## src/rtl/uptr_xlate.sv

```systemverilog
module uptr_xlate #(
  parameter int DW = 8
) (
  input  logic          clk,
  input  logic          rst_n,
  input  logic          ld_en,
  input  logic [2:0]    ld_reg,
  input  logic [DW-1:0] ld_byte,
  input  logic          adv_en,
  input  logic          adv_sel,
  input  logic [1:0]    adv_amt,
  input  logic          acc_en,
  input  logic          acc_sel,
  input  logic [1:0]    acc_disp,
  input  logic          acc_wr,
  input  logic [DW-1:0] acc_wdata,
  input  logic          ext_en,
  input  logic [DW-1:0] mem_rdata,
  output logic [23:0]   ptr0,
  output logic [23:0]   ptr1,
  output logic          acc_vld,
  output logic [2:0]    acc_space,
  output logic [22:0]   acc_addr,
  output logic          acc_we,
  output logic          acc_re,
  output logic [DW-1:0] mem_wdata,
  output logic          acc_blk,
  output logic [DW-1:0] rdata
);
  localparam logic [2:0] SP_XD = 3'd0, SP_HD = 3'd1, SP_DIR = 3'd2,
                         SP_IND = 3'd3, SP_EXT = 3'd4, SP_CODE = 3'd5;

  logic [7:0] b0_lo, b0_mid, b0_hi, b1_lo, b1_mid, b1_hi;
  logic       frc;

  assign ptr0 = {b0_hi, b0_mid, b0_lo};
  assign ptr1 = {b1_hi, b1_mid, b1_lo};

  wire [23:0] base = acc_sel ? ptr1 : ptr0;
  wire [23:0] eff  = base + {22'd0, acc_disp};
  wire [23:0] step = {21'd0, adv_amt} + 24'd1;
  wire [23:0] adv0 = ptr0 + step;
  wire [23:0] adv1 = ptr1 + step;

  logic [2:0]  sp;
  logic [22:0] nat;
  logic        reach;

  always_comb begin
    if (eff[23])                  sp = SP_CODE;
    else if (eff[22:16] == 7'h00) sp = SP_XD;
    else if (eff[22:16] != 7'h7F) sp = SP_HD;
    else if (eff[15:8] != 8'h00)  sp = SP_EXT;
    else if (eff[7])              sp = SP_IND;
    else                          sp = SP_DIR;
    case (sp)
      SP_CODE, SP_HD: nat = eff[22:0];
      SP_DIR, SP_IND: nat = {15'd0, eff[7:0]};
      default:        nat = {7'd0, eff[15:0]};
    endcase
    reach = ext_en || (sp != SP_HD && !(sp == SP_CODE && eff[22:16] != 7'h00));
  end

  wire blk_now = !reach || (acc_wr && sp == SP_CODE);

  always_ff @(posedge clk) begin
    if (!rst_n) begin
      {b0_hi, b0_mid, b0_lo} <= '0;
      {b1_hi, b1_mid, b1_lo} <= '0;
    end else if (ld_en) begin
      case (ld_reg)
        3'd1: b0_lo  <= ld_byte;
        3'd2: b0_mid <= ld_byte;
        3'd3: b0_hi  <= ld_byte;
        3'd5: b1_lo  <= ld_byte;
        3'd6: b1_mid <= ld_byte;
        3'd7: b1_hi  <= ld_byte;
        default: ;
      endcase
    end else if (adv_en) begin
      if (adv_sel) {b1_hi, b1_mid, b1_lo} <= adv1;
      else         {b0_hi, b0_mid, b0_lo} <= adv0;
    end
  end

  always_ff @(posedge clk) begin
    if (!rst_n) begin
      acc_vld <= 1'b0; acc_we <= 1'b0; acc_re <= 1'b0; acc_blk <= 1'b0; frc <= 1'b0;
      acc_space <= '0; acc_addr <= '0; mem_wdata <= '0;
    end else begin
      acc_vld <= acc_en;
      acc_we  <= acc_en && acc_wr && !blk_now;
      acc_re  <= acc_en && !acc_wr && reach;
      acc_blk <= acc_en && blk_now;
      frc     <= acc_en && !acc_wr && !reach;
      if (acc_en) begin
        acc_space <= sp;
        acc_addr  <= nat;
        mem_wdata <= acc_wdata;
      end
    end
  end

  assign rdata = frc ? {DW{1'b1}} : mem_rdata;

  AST_CODE_NO_STORE: assert property (@(posedge clk) disable iff (!rst_n)
    acc_vld && acc_space == SP_CODE |-> !acc_we);
  AST_STROBES_EXCL: assert property (@(posedge clk) disable iff (!rst_n)
    !(acc_we && acc_re) && !(acc_blk && acc_we));
  AST_IDLE_QUIET: assert property (@(posedge clk) disable iff (!rst_n)
    !acc_vld |-> !acc_we && !acc_re && !acc_blk);
  AST_PTR_HOLD: assert property (@(posedge clk) disable iff (!rst_n)
    !ld_en && !adv_en |=> $stable(ptr0) && $stable(ptr1));
  AST_ADV_P0: assert property (@(posedge clk) disable iff (!rst_n)
    adv_en && !ld_en && !adv_sel |=> ptr0 == $past(ptr0) + {22'd0, $past(adv_amt)} + 24'd1);
  AST_NOEXT_HD: assert property (@(posedge clk) disable iff (!rst_n)
    acc_vld && !ext_en && $stable(ext_en) && acc_space == SP_HD |-> acc_blk);
  AST_LD_WINS: assert property (@(posedge clk) disable iff (!rst_n)
    ld_en && (ld_reg == 3'd0 || ld_reg == 3'd4) |=> $stable(ptr0) && $stable(ptr1));
endmodule

```

## config.mk

```make
export PLATFORM = sky130hd
export DESIGN_NAME = uptr_xlate
export DESIGN_NICKNAME = d
export VERILOG_FILES = /design/src/rtl/uptr_xlate.sv
export SDC_FILE = /design/constraint.sdc
export NUM_CORES = 1
export LEC_CHECK = 0
export BUFFER_PORTS_ARGS = -buffer_cell sky130_fd_sc_hd__clkbuf_2
export CAP_MARGIN = 20
export CELL_PAD_IN_SITES_DETAIL_PLACEMENT = 1
export CELL_PAD_IN_SITES_GLOBAL_PLACEMENT = 2
export CORE_ASPECT_RATIO = 0.75
export CORE_MARGIN = 3
export CORE_UTILIZATION = 28
export CTS_BUF_LIST = sky130_fd_sc_hd__clkbuf_4 sky130_fd_sc_hd__clkbuf_8 sky130_fd_sc_hd__clkbuf_16
export CTS_CLUSTER_SIZE = 28
export DETAILED_ROUTE_END_ITERATION = 7
export PLACE_DENSITY = 0.83
export SLEW_MARGIN = 30
export SYNTH_ARGS = -nofsm -noshare
export SYNTH_HDL_FRONTEND = slang
export SYNTH_SLANG_ARGS = --single-unit
```

## constraint.sdc

```tcl
create_clock -name clk -period 4.3 [get_ports clk]
set_input_delay 0.86 -clock clk [delete_from_list [all_inputs] [get_ports clk]]
set_output_delay 0.86 -clock clk [all_outputs]
set_load 0.05 [all_outputs]
```

After elaboration in Yosys (flattened, before gate mapping)
Index checks and enable logic that the tools add are counted.
{"block": "op_classes", "n_addsub": 4, "eq_ne": 19, "muxes": 32, "reduce_logical": 28}
{"op": "$mux W8", "count": 25}
{"op": "$add A24 B3 Y24", "count": 2}
{"op": "$pmux W23 S2", "count": 1}
{"op": "$add A24 B2 Y24", "count": 1}
{"op": "$mux W24", "count": 1}
{"op": "$reduce_and A3 Y1", "count": 6}
{"op": "$eq A3 B2 Y1 const B", "count": 4}
{"op": "$eq A3 B3 Y1 const B", "count": 4}
{"op": "$mux W3", "count": 4}
{"op": "$ne A2 B1 Y1 const B", "count": 6}
{"op": "$logic_and A1 B1 Y1", "count": 9}
{"op": "$reduce_bool A8 Y1", "count": 1}
{"op": "$logic_not A7 Y1", "count": 1}
{"op": "$ne A7 B7 Y1 const B", "count": 1}
{"op": "$reduce_bool A7 Y1", "count": 1}
{"op": "$eq A3 B1 Y1 const B", "count": 2}
{"op": "$logic_not A1 Y1", "count": 4}
{"op": "$reduce_bool A2 Y1", "count": 2}
{"op": "$reduce_or A2 Y1", "count": 2}
{"op": "$add A2 B1 Y3 const B", "count": 1}
{"op": "$ne A3 B1 Y1 const B", "count": 1}
{"op": "$logic_or A1 B1 Y1", "count": 2}
{"op": "$ne A2 B2 Y1 const B", "count": 1}
{"op": "$mux W1", "count": 1}
{"block": "totals", "regBits": 87, "input_bits": 40, "out_inout_bits": 94, "word_cells": 97}

Logic depth before layout (Yosys ltp)
Gate-level depths: netlist of the first run.
{"block": "logic_depth", "word_depth": 16, "mapped_depth": 15, "ltp_nobuf": 10}

Worst setup path before layout of the first run
Ideal clock, no wire load.
{"block": "synth_path", "path_type": "input -> register", "startpoint": "input port acc_sel", "endpoint": "register acc_addr[17]", "setup_time_ns": 0.117, "arrival_time_ns": 4.327, "required_time_ns": 4.183, "setup_slack_ns": -0.145, "path_stages": 14, "n_path_buf": 5, "path_cell_list": "buf_6 > buf_6 > buf_6 > buf_2 > buf_1 > mux2_2 > ha_1 > a21oi_1 > a211oi_4 > nand4_1 > xnor2_1 > or3_4 > or4_4 > a32o_1"}
{"block": "synth_between", "elab_chain_len": 10, "word_cells_on_any_way": 17, "classes_between": "add/sub: 1; eq/ne: 5; mux: 7; reduce/logical: 4"}
{"element": "start, declared", "line_no": "13", "source": "input logic acc_sel,"}
{"element": "$mux W24 *", "line_no": "39", "source": "wire [23:0] base = acc_sel ? ptr1 : ptr0;"}
{"element": "$add A24 B2 Y24 *", "line_no": "40", "source": "wire [23:0] eff = base + {22'd0, acc_disp};"}
{"element": "$reduce_bool A8 Y1 or $mux W1 (tied branches)", "line_no": "53, 54"}
{"element": "$mux W3", "line_no": "53", "source": "else if (eff[15:8] != 8'h00) sp = SP_EXT;"}
{"element": "$mux W3", "line_no": "52", "source": "else if (eff[22:16] != 7'h7F) sp = SP_HD;"}
{"element": "$mux W3", "line_no": "51", "source": "else if (eff[22:16] == 7'h00) sp = SP_XD;"}
{"element": "$mux W3", "line_no": "50", "source": "if (eff[23]) sp = SP_CODE;"}
{"element": "$eq A3 B2 Y1 (tied with other cells)", "line_no": "56", "source": "case (sp)"}
{"element": "$reduce_or A2 Y1", "line_no": "56"}
{"element": "$pmux W23 S2 *", "line_no": "56"}
{"element": "end signal, assigned", "line_no": "98", "source": "acc_addr <= nat;"}
{"element": "end, declared", "line_no": "23", "source": "output logic [22:0] acc_addr,"}
Every way passes the cells marked *; elsewhere a longest branch is shown, timed or not.
A chain may end at the register's enable or synchronous reset.

Worst setup path after layout of the first run
{"block": "layout_path", "startpoint": "input port acc_sel", "endpoint": "register acc_space[0]"}
{"block": "layout_between", "elab_chain_len": 7, "word_cells_on_any_way": 10, "classes_between": "add/sub: 1; eq/ne: 1; mux: 6; reduce/logical: 2"}
{"element": "$mux W24 *", "line_no": "39"}
{"element": "$add A24 B2 Y24 *", "line_no": "40"}
{"element": "$reduce_bool A8 Y1 or $mux W1 (tied branches)", "line_no": "53, 54"}
{"element": "$mux W3", "line_no": "53"}
{"element": "$mux W3", "line_no": "52"}
{"element": "$mux W3", "line_no": "51"}
{"element": "$mux W3 *", "line_no": "50"}
{"element": "end signal, assigned", "line_no": "97", "source": "acc_space <= sp;"}
{"element": "end, declared", "line_no": "22", "source": "output logic [2:0] acc_space,"}
Marked as above.

==> results.sh, run 1 <==
export IMPL_status="finished, final reports clean"
export IMPL_synth_seq_area_share=0.3029
export IMPL_cts_hold_buffers_added=0
export IMPL_cts_buffers=9
export IMPL_hp_class="flip-flop to flip-flop"
export IMPL_critPathMaxFanout=50
export IMPL_netlist_top_cells_count="90 x nor2_1, 87 x dfxtp_1, 67 x nand2_1"
export IMPL_wl_mm=22.02
export IMPL_area_growth_pct=20.41
export IMPL_r2r_end="acc_space[0]"
export IMPL_worstHoldStart="acc_addr[15]"
export IMPL_ioPinCount=134
export IMPL_hold_viol=0
export IMPL_postLayoutCellArea_mm2=0.006924
export IMPL_setup_viol=0
export IMPL_cts_sinks=87
export IMPL_path_clk_slew_ns=0.07
export IMPL_track_usage=0.1934
export IMPL_place_area_mm2=0.006599
export IMPL_antenna_cells=0
export IMPL_tritoncts="done"
export IMPL_cap_violations=0
export IMPL_root_buffer="clkbuf_16"
export IMPL_grt_pass1_vias=5778
export IMPL_grt_max_degree=79
export IMPL_grt_pass1_wl_mm=33.49
export IMPL_drt_iter0_drc=472
export IMPL_period_needed_ns=3.540
export IMPL_routedWlPerCell_um=20.13
export IMPL_crit_cells=9
export IMPL_r2r_start="b0_lo[0]"
export IMPL_ys_warn_count=0
export IMPL_rr_worst_depth=9
export IMPL_gp_congestion=0.8709
export IMPL_final_max_slew_viol_count=0
export IMPL_die_x_um=171.5
export IMPL_p_leak_nw=2.852
export IMPL_fin_tns_setup_ns=0
export IMPL_post_synth_cell_area_avg_um2=7.867
export IMPL_clockBufferDepth=2
export IMPL_whs_ns=0.4740
export IMPL_firstDrtPassIters=5
export IMPL_grt_overflow=0
export IMPL_worst_ep_required_time_ns=4.51
export IMPL_critPathLaunch="acc_sel"
export IMPL_drc_errors=0
export IMPL_die_h_um=130.1
export IMPL_nets=888
export IMPL_post_cts_resized=0
export IMPL_post_cts_setup_buffers=0
export IMPL_synthFlopType="dfxtp_1"
export IMPL_drive_gt1_frac=0.2390
export IMPL_rows=44
export IMPL_critical_path_top_delay_family="simple AND/OR/NAND/NOR gates"
export IMPL_vias=6003
export IMPL_regArea_mm2=0.001742
export IMPL_path_cells="clkbuf_2 > buf_4 > nand3_1 > a21oi_1 > nand4_1 > xnor2_1 > or3_4 > nor4_1 > a21oi_1"
export IMPL_path_buf_inv=2
export IMPL_critPathMaxStageDelay_ns=0.61
export IMPL_ys_seq_elements=87
export IMPL_rsz0062_at_grt="false"
export IMPL_cts_max_level=3
export IMPL_clock_skew_final_ns=0.01239
export IMPL_critical_path_class="primary input to flip-flop"
export IMPL_powerDensity_mw_per_mm2=318.1
export IMPL_port_buffers=133
export IMPL_start_util=0.2910
export IMPL_synth_edff_count=0
export IMPL_worst_slack_ns=0.7604
export IMPL_ir_worst_vdd_mv=0.1361
export IMPL_yosysTopAreaCellShare=0.3029
export IMPL_crit_path_end="acc_space[0]"
export IMPL_crit_top_cell="a21oi_1"
export IMPL_async_flop_share=0
export IMPL_slew_headroom=0.3502
export IMPL_critPathLaunchType="primary input"
export IMPL_core_mm2=0.01976
export IMPL_post_place_ws_ns=0.4386
export IMPL_cp_arrival_ns=3.75
export IMPL_slowest_stage="nor4_1"
export IMPL_endpoint_kind="flip-flop"
export IMPL_synth_area_leaders="dfxtp_1 30%, mux2i_1 6.4%, nor2_1 5.9%"
export IMPL_fillers=2411
export IMPL_dpl_hpwl_mm=16.38
export IMPL_max_freq_mhz=282.5
export IMPL_synth_top_area_cell="dfxtp_1"
export IMPL_tightest_slew_ns=0.9673
export IMPL_multi_input_area_mm2=0.003744
export IMPL_r2r_setup_slack_ns=1.11
export IMPL_period_share=0.8232
export IMPL_die_area_mm2=0.02231
export IMPL_synth_cell_area_mm2=0.005751
export IMPL_yosysMostFrequentCell="nor2_1"
export IMPL_fin_util=0.3503
export IMPL_clkLatencyLatePin_ns=0.36
export IMPL_postRouteAntennaNets=0
export IMPL_postSynthCellCount=731
export IMPL_grt_antenna_before_repair=0
export IMPL_synth_net_count=783
export IMPL_ys_types=72
export IMPL_viasPerCell=5.487
through the flow:
step	total power, W	cells
floorplan	0.001201	731
global placement	0.001325	1078
detailed placement	0.001331	1078
CTS	0.002230	1094
global route	0.002296	1094
finish	0.002202	1094
worst register-to-register path: stages, from the launching register on:
cell and delay (ns):
dfxtp_1 0.41, mux2_2 0.19, ha_1 0.18, fa_1 0.26, a21boi_1 0.42, nand3_1 0.21
o21a_1 0.22, or2_2 0.35, nor4_1 0.66, a21oi_1 0.15
logic make-up (layout without fill, tap and decap cells):
logic type | count (synthesis) | count (layout) | synth area share
and+or+nand+nor | 301 | 301 | 0.2696
AOI/OAI and AO/OA | 204 | 204 | 0.2385
DFF | 87 | 87 | 0.3029
buffers and inverters | 61 | 171 | 0.04613
muxes | 46 | 46 | 0.08246
xor gates and xnor gates | 20 | 20 | 0.03046
adders and majority gates | 12 | 12 | 0.03003
area by class of cell:
cell class	instances	area share
Multi-Input combinational cell	583	0.5407
Sequential cell	87	0.2515
Clock buffer	10	0.03361
Tap cell	253	0.04572
Inverter	9	0.004879
Timing Repair Buffer	146	0.1102
Clock inverter	6	0.01337
report_power, final:
part           switching [W]  internal (W)
sequential         0.0000470      0.000836
combinational       0.000304      0.000127
clock               0.000369      0.000519
cells in the final DEF, fill, tap and decap left out, types with 8 or more instances in the layout:
master     count
nand4_1       11
mux2i_1       37
a22oi_1       19
nand2b_1      11
and3_1        10
buf_4         13
dfxtp_1       87
clkbuf_16      9
nand3_1       29
o21ai_0       47
mux2_2         8
nor2_1        90
ha_1           9
or2_2         10
nor3_1        17
nand2_1       67
xor2_1         9
o31ai_1       15
xnor2_1       11
a31oi_1        9
clkbuf_2     133
o31a_1         9
and2_1         9
a21oi_1       46
metal layers:
metal,global-route usage,wire (µm)
met5,0,0
met4,0.03879,223
met3,0.04028,1462
met2,0.2778,8969
met1,0.2965,11360
worst min-delay path by stage:
| stage | endpoint | slack, ns | depth (start not counted) |
|---|---|---|---|
| after floorplan | acc_addr[15] | 0.69 | 2 |
| after global placement | acc_addr[15] | 0.46 | 2 |
| after detailed placement | acc_addr[15] | 0.46 | 2 |
| after CTS | acc_addr[15] | 0.48 | 2 |
| after global routing | acc_addr[15] | 0.51 | 2 |
| final | acc_addr[15] | 0.47 | 2 |
registers in the layout, summed over array words and instances, names as in the netlist:
register,count
b0_mid,8
b1_lo,8
b0_hi,8
mem_wdata,8
acc_space,3
b1_mid,8
acc_re,1
acc_vld,1
acc_addr,23
acc_blk,1
acc_we,1
frc,1
b1_hi,8
b0_lo,8
(Power assumes the default switching activity.)
==> inputs of run 2 (changes only) <==
--- a/config.mk
+++ b/config.mk
@@ -5,17 +5,18 @@
 export SDC_FILE = /design/constraint.sdc
 export NUM_CORES = 1
 export LEC_CHECK = 0
+export ABC_AREA = 1
 export BUFFER_PORTS_ARGS = -buffer_cell sky130_fd_sc_hd__clkbuf_2
 export CAP_MARGIN = 20
 export CELL_PAD_IN_SITES_DETAIL_PLACEMENT = 1
 export CELL_PAD_IN_SITES_GLOBAL_PLACEMENT = 2
 export CORE_ASPECT_RATIO = 0.75
 export CORE_MARGIN = 3
-export CORE_UTILIZATION = 28
+export CORE_UTILIZATION = 29
 export CTS_BUF_LIST = sky130_fd_sc_hd__clkbuf_4 sky130_fd_sc_hd__clkbuf_8 sky130_fd_sc_hd__clkbuf_16
 export CTS_CLUSTER_SIZE = 28
 export DETAILED_ROUTE_END_ITERATION = 7
-export PLACE_DENSITY = 0.83
+export PLACE_DENSITY = 0.88
 export SLEW_MARGIN = 30
 export SYNTH_ARGS = -nofsm -noshare
 export SYNTH_HDL_FRONTEND = slang
==> constraint.sdc (replaced) <==
create_clock -name clk -period 3.6 [get_ports clk]
set_input_delay 0.72 -clock clk [delete_from_list [all_inputs] [get_ports clk]]
set_output_delay 0.72 -clock clk [all_outputs]
set_load 0.05 [all_outputs]
==> run 2 against run 1 <==
Compared with the run above: synthesized area increased by 1.2%; worst hold slack lost 0.0068 ns; via count increased by 9.3%; synthesized cell count rose by 26%; critical path type unchanged; largest power group is now registers.
==> results.sh, run 2 <==
export IMPL_crit_cells=15
export IMPL_slew_headroom=0.3882
export IMPL_synthXorXnorAreaFrac=0.02560
export IMPL_async_flop_share=0
export IMPL_slowest_stage="ha_1"
export IMPL_instances_no_fill=1298
export IMPL_fin_tns_setup_ns=0
export IMPL_max_freq_mhz=320.5
export IMPL_final_cell_mix="235 x nand2_1, 133 x clkbuf_2, 102 x nor2_1, 96 x inv_1, 88 x o21ai_0"
export IMPL_viasPerCell=5.057
export IMPL_p_clk_frac=0.342
export IMPL_rr_worst_depth=14
export IMPL_wl_mm=22.11
export IMPL_ys_warn_count=0
export IMPL_synth_cell_area_mm2=0.005817
export IMPL_synth_net_count=974
export IMPL_synthFlopType="dfxtp_1"
export IMPL_endpoint_kind="flip-flop"
export IMPL_critical_path_top_delay_family="simple AND/OR/NAND/NOR gates"
export IMPL_cts_max_level=3
export IMPL_grt_pass1_vias=6342
export IMPL_clockBufferDepth=2
export IMPL_port_buffers=133
export IMPL_start_util=0.2976
export IMPL_cts_hold_buffers_added=0
export IMPL_powerDensity_mw_per_mm2=404.2
export IMPL_critPathLaunchType="primary input"
export IMPL_path_clk_slew_ns=0.07
export IMPL_firstDrtPassIters=5
export IMPL_post_synth_cell_area_avg_um2=6.309
export IMPL_cts_buffers=9
export IMPL_grt_antenna_before_repair=0
export IMPL_gp_congestion=0.9000
export IMPL_area_growth_pct=20.56
export IMPL_crit_path_end="b0_hi[2]"
export IMPL_synth_top_area_cell="dfxtp_1"
export IMPL_period_needed_ns=3.120
export IMPL_routedWlPerCell_um=17.04
export IMPL_postRouteAntennaNets=0
export IMPL_cap_violations=0
export IMPL_rsz0062_at_grt="false"
export IMPL_die_area_mm2=0.02181
export IMPL_critical_path_class="primary input to flip-flop"
export IMPL_largest_register="acc_addr"
export IMPL_path_cells="clkbuf_2 > ha_1 > fa_1 > nand2_1 > a21oi_1 > nand2_1 > nor2_1 > nand2_1 > nor2_1 > nand3_1 > nor3_1 > nand3_1 > o21ai_0 > nand3_1 > a31oi_1"
export IMPL_tritoncts="done"
export IMPL_ir_worst_vdd_mv=0.2088
export IMPL_cts_sinks=87
export IMPL_antenna_cells=0
export IMPL_ioPinCount=134
export IMPL_p_leak_nw=3.124
export IMPL_rows=44
export IMPL_critPathMaxStageDelay_ns=0.39
export IMPL_synth_mux_area_frac=0
export IMPL_drt_iter0_drc=436
export IMPL_synth_top_family_by_area="simple AND/OR/NAND/NOR gates"
export IMPL_yosysMostFrequentCell="nand2_1"
export IMPL_post_cts_setup_buffers=0
export IMPL_synth_edff_count=0
export IMPL_p_seq_frac=0.393
export IMPL_status="finished, final reports clean"
export IMPL_final_max_slew_viol_count=0
export IMPL_nets=1092
export IMPL_largest_register_ff_count=23
export IMPL_ys_seq_elements=87
export IMPL_r2r_end="b0_hi[2]"
export IMPL_setup_viol=0
export IMPL_clkLatencyLatePin_ns=0.35
export IMPL_core_mm2=0.01954
export IMPL_critPathMaxFanout=4
export IMPL_worst_ep_required_time_ns=3.86
export IMPL_post_place_ws_ns=0.1733
export IMPL_path_buf_inv=1
export IMPL_intPower_w=0.001760
export IMPL_period_share=0.8667
export IMPL_synth_simple_gate_area_share=0.3773
export IMPL_r2r_start="b0_lo[0]"
export IMPL_track_usage=0.2019
export IMPL_grt_max_degree=60
export IMPL_yosysTopAreaCellShare=0.2994
export IMPL_hold_viol=0
export IMPL_tightest_slew_ns=0.9167
export IMPL_worst_slack_ns=0.4798
export IMPL_postSynthCellCount=922
export IMPL_netlist_top_cells_count="235 x nand2_1, 102 x nor2_1, 97 x inv_1"
export IMPL_die_h_um=128.7
export IMPL_finalPower_w=0.002835
export IMPL_r2r_setup_slack_ns=0.73
export IMPL_drive_gt1_frac=0.2057
export IMPL_clock_skew_final_ns=0.01093
export IMPL_final_common_cell="nand2_1"
export IMPL_grt_pass1_wl_mm=34.96
export IMPL_synth_seq_area_share=0.2994
export IMPL_hp_class="flip-flop to flip-flop"
export IMPL_critPathLaunch="adv_amt[0]"
export IMPL_synth_compound_area_share=0.1749
export IMPL_p_comb_frac=0.265
export IMPL_root_buffer="clkbuf_16"
export IMPL_dpl_hpwl_mm=17.16
export IMPL_cp_arrival_ns=3.38
export IMPL_synth_fa_ha_area_frac=0.02968
export IMPL_drc_errors=0
export IMPL_place_inst=1282
export IMPL_swShare=0.3791
export IMPL_ys_types=39
export IMPL_synth_area_leaders="dfxtp_1 30%, nand2_1 15%, o21ai_0 7.6%"
export IMPL_die_x_um=169.5
export IMPL_post_cts_resized=0
export IMPL_switchingPower_w=0.001075
export IMPL_vias=6564
export IMPL_grt_overflow=0
-- run 2: logic make-up (layout without fill, tap and decap cells) --
family	after synthesis	in the layout
AO/OA/AOI/OAI	185	185
XOR/XNOR	17	17
buffers and inverters	136	259
flip-flops	87	87
AND/OR/NAND/NOR	485	485
adder cells (fa/ha/maj)	12	12
-- run 2: power by group through the flow --
stage / registers (W) / logic (W) / clock network [W]
CTS: 0.00111 / 0.000756 / 0.000994
floorplan: 0.00132 / 0.000340 / 0
global placement: 0.00113 / 0.000741 / 0
finish: 0.00111 / 0.000751 / 0.000970
global route: 0.00112 / 0.000821 / 0.00103
detailed placement: 0.00114 / 0.000753 / 0
-- run 2: worst min-delay path by stage --
stage                  from      endpoint  slack [ns]  depth (start not counted)
4_1_cts        acc_addr[12]  acc_addr[12]        0.47                          2
5_1_grt        acc_addr[12]  acc_addr[12]        0.49                          2
2_1_floorplan  acc_addr[17]  acc_addr[17]        0.69                          2
6_report       acc_addr[12]  acc_addr[12]        0.47                          2
3_5_place_dp   acc_addr[12]  acc_addr[12]        0.46                          2
3_3_place_gp   acc_addr[12]  acc_addr[12]        0.46                          2
-- run 2: metrics by stage --
stage / area [µm²] / hold slack [ns] / util
global placement: 6708 / 0.4555 / 0.3432
global route: 7013 / 0.4926 / 0.3588
detailed placement: 6708 / 0.4617 / 0.3432
CTS: 7013 / 0.4715 / 0.3588
floorplan: 5817 / 0.6894 / -
finish: 7013 / 0.4672 / 0.3588
-- run 2: worst reg2reg max path, cell delays in order (launching register included) --
cell and delay (ns):
dfxtp_1 0.41, ha_1 0.23, fa_1 0.23, nand2_1 0.07, a21oi_1 0.19, nand2_1 0.14, nor2_1 0.14, nand2_1 0.08
nor2_1 0.18, nand3_1 0.11, nor3_1 0.31, nand3_1 0.19, o21ai_0 0.21, nand3_1 0.10, a31oi_1 0.20
-- run 2: final cells by class --
class                   instances  area, µm²
clock buffers                  13      280.3
clock inverters                 3      25.02
inverters                     100      375.4
fillers                      2590      12530
well taps                     253      316.6
flip-flops and latches         87       1742
multi-input cells             699       3533
repair buffers                143      740.7
-- run 2: routing by layer --
layer,global-route usage,share of wire,vias to the layer above
met5,0,0,-
met4,0.03702,0.0098,0
met3,0.05129,0.064,15
met2,0.3172,0.43,156
met1,0.2837,0.50,3126
li1,-,-,3267
==> inputs of run 3 (changes only) <==
--- a/config.mk
+++ b/config.mk
@@ -17,6 +17,7 @@
 export CTS_CLUSTER_SIZE = 28
 export DETAILED_ROUTE_END_ITERATION = 7
 export PLACE_DENSITY = 0.88
+export REMOVE_ABC_BUFFERS = 1
 export SLEW_MARGIN = 30
 export SYNTH_ARGS = -nofsm -noshare
 export SYNTH_HDL_FRONTEND = slang
==> run 3 against run 2 <==
Compared with the run above: worst hold slack barely moved; clock power rose by 11%; core utilization increased by 0.31 points; highest routed layer unchanged; register-to-register slack worse by 0.06 ns; largest power group unchanged.
==> results.sh, run 3 (same netlist as run 2, synthesis figures left out) <==
export IMPL_finalPower_w=0.002934
export IMPL_switchingPower_w=0.001062
export IMPL_cp_arrival_ns=3.16
export IMPL_ir_worst_vdd_mv=0.1954
export IMPL_worstHoldStart="acc_addr[18]"
export IMPL_antenna_cells=0
export IMPL_clkLatencyLatePin_ns=0.36
export IMPL_grt_pass1_wl_mm=35.05
export IMPL_whs_path_depth=2
export IMPL_largest_register="acc_addr"
export IMPL_rsz0062_at_grt="false"
export IMPL_worst_ep_required_time_ns=3.80
export IMPL_nets=1094
export IMPL_routedWlPerCell_um=16.65
export IMPL_powerDensity_mw_per_mm2=414.8
export IMPL_root_buffer="clkbuf_16"
export IMPL_cts_max_level=3
export IMPL_period_share=0.8219
export IMPL_vias=6500
export IMPL_slowest_stage="ha_1"
export IMPL_post_cts_resized=0
export IMPL_final_cell_mix="235 x nand2_1, 133 x clkbuf_2, 102 x nor2_1, 96 x inv_1, 88 x o21ai_0"
export IMPL_critPathLaunchType="primary input"
export IMPL_whs_ns=0.4671
export IMPL_hold_path_endpoint="acc_addr[18]"
export IMPL_period_needed_ns=2.959
export IMPL_port_buffers=133
export IMPL_fin_util=0.3619
export IMPL_setup_viol=0
export IMPL_final_common_cell="nand2_1"
export IMPL_cts_hold_buffers_added=0
export IMPL_ioPinCount=134
export IMPL_tightest_slew_ns=0.8985
export IMPL_hold_viol=0
export IMPL_p_seq_frac=0.378
export IMPL_p_comb_frac=0.256
export IMPL_p_leak_nw=3.157
export IMPL_r2r_setup_slack_ns=0.67
export IMPL_critical_path_class="primary input to flip-flop"
export IMPL_die_area_mm2=0.02181
export IMPL_postLayoutCellArea_mm2=0.007073
export IMPL_grt_max_degree=60
export IMPL_core_mm2=0.01954
export IMPL_critPathMaxStageDelay_ns=0.32
export IMPL_start_util=0.2976
export IMPL_area_growth_pct=21.60
export IMPL_p_clk_frac=0.367
export IMPL_drc_errors=0
export IMPL_path_clk_slew_ns=0.06
export IMPL_slew_headroom=0.4003
export IMPL_r2r_end="acc_addr[21]"
export IMPL_rows=44
export IMPL_wl_mm=21.65
export IMPL_status="finished, final reports clean"
export IMPL_clockBufferDepth=2
export IMPL_cts_sinks=87
export IMPL_dpl_hpwl_mm=16.97
export IMPL_track_usage=0.2027
export IMPL_die_x_um=169.5
export IMPL_grt_overflow=0
export IMPL_largest_register_ff_count=23
export IMPL_r2r_start="b0_lo[1]"
export IMPL_intPower_w=0.001872
export IMPL_die_h_um=128.7
export IMPL_grt_antenna_before_repair=0
export IMPL_endpoint_kind="flip-flop"
export IMPL_tritoncts="done"
export IMPL_final_max_slew_viol_count=0
export IMPL_fin_tns_setup_ns=0
export IMPL_cap_violations=0
export IMPL_max_freq_mhz=338.0
export IMPL_viasPerCell=5.000
export IMPL_gp_congestion=0.8554
export IMPL_grt_pass1_vias=6345
export IMPL_place_area_mm2=0.006735
export IMPL_drt_iter0_drc=343
export IMPL_cts_buffers=9
export IMPL_critPathMaxFanout=7
export IMPL_hp_class="flip-flop to flip-flop"
export IMPL_crit_top_cell="nand2_1"
export IMPL_firstDrtPassIters=5
export IMPL_post_cts_setup_buffers=0
export IMPL_postRouteAntennaNets=0
export IMPL_drive_gt1_frac=0.2073
export IMPL_swShare=0.3619
export IMPL_clock_skew_final_ns=0.01131
export IMPL_path_cells="clkbuf_2 > nand2_1 > o21ai_0 > ha_1 > nand2_1 > nand2_1 > nand2_1 > nor2_4 > nand2_1 > xor2_1 > nand2_1 > nor2_1 > nand3_1 > nor2_1 > nand2_2 > nand2_4 > nor2_1 > nand2_1 > a21oi_1"
export IMPL_rr_worst_depth=18
run 3: cell types whose count changed in the layout (fill, tap and decap cells not counted):
cell	delta
buf_12	+1
buf_4	+1
bufinv_16	+2
clkbuf_4	+1
clkbuf_8	-2
clkinvlp_4	-1
run 3: power groups by stage:
stage / logic (W) / registers, W / clock network (W)
after floorplan: 0.000306 / 0.00133 / 0
after global placement: 0.000744 / 0.00113 / 0
after detailed placement: 0.000755 / 0.00113 / 0
after CTS: 0.000758 / 0.00111 / 0.00111
after global routing: 0.000826 / 0.00112 / 0.00115
final: 0.000750 / 0.00111 / 0.00108
run 3: worst max-delay path by stage:
stage	end	depth (start not counted)	startpoint	slack [ns]
after floorplan	b1_hi[2]	16	adv_amt[0]	0.77
after global placement	acc_addr[19]	18	acc_sel	0.36
after detailed placement	acc_addr[16]	18	acc_sel	0.28
after CTS	acc_addr[16]	18	acc_sel	0.64
after global routing	b1_hi[2]	17	adv_amt[0]	0.30
final	acc_addr[21]	19	acc_sel	0.64
run 3: metal layers:
metal | global-route usage | wire length, µm
met5 | 0 | 0
met1 | 0.2871 | 10720
met2 | 0.3137 | 9193
met4 | 0.02308 | 93
met3 | 0.06327 | 1640
run 3: layout make-up:
class	instances	area, µm²
Inverter	100	375.4
Clock inverter	4	77.57
Sequential cell	87	1742
Multi-Input combinational cell	699	3533
Timing Repair Buffer	145	768.2
Clock buffer	12	260.3
Fill cell	2604	12470
Tap cell	253	316.6
run 3: worst max-delay path: cells and delay by family:
kind / cells / cell delay (ns)
xor gates and xnor gates: 1 / 0.18
adders and majority gates: 1 / 0.32
AOI/OAI and AO/OA: 2 / 0.20
and+or+nand+nor: 14 / 1.61
buffers and inverters: 1 / 0.13
run 3: stage by stage:
| step | cells | worst slack [ns] |
|---|---|---|
| finish | 1300 | 0.6413 |
| global route | 1300 | 0.2988 |
| CTS | 1300 | 0.6409 |
| detailed placement | 1284 | 0.2780 |
| global placement | 1284 | 0.3627 |
| floorplan | 886 | 0.7650 |
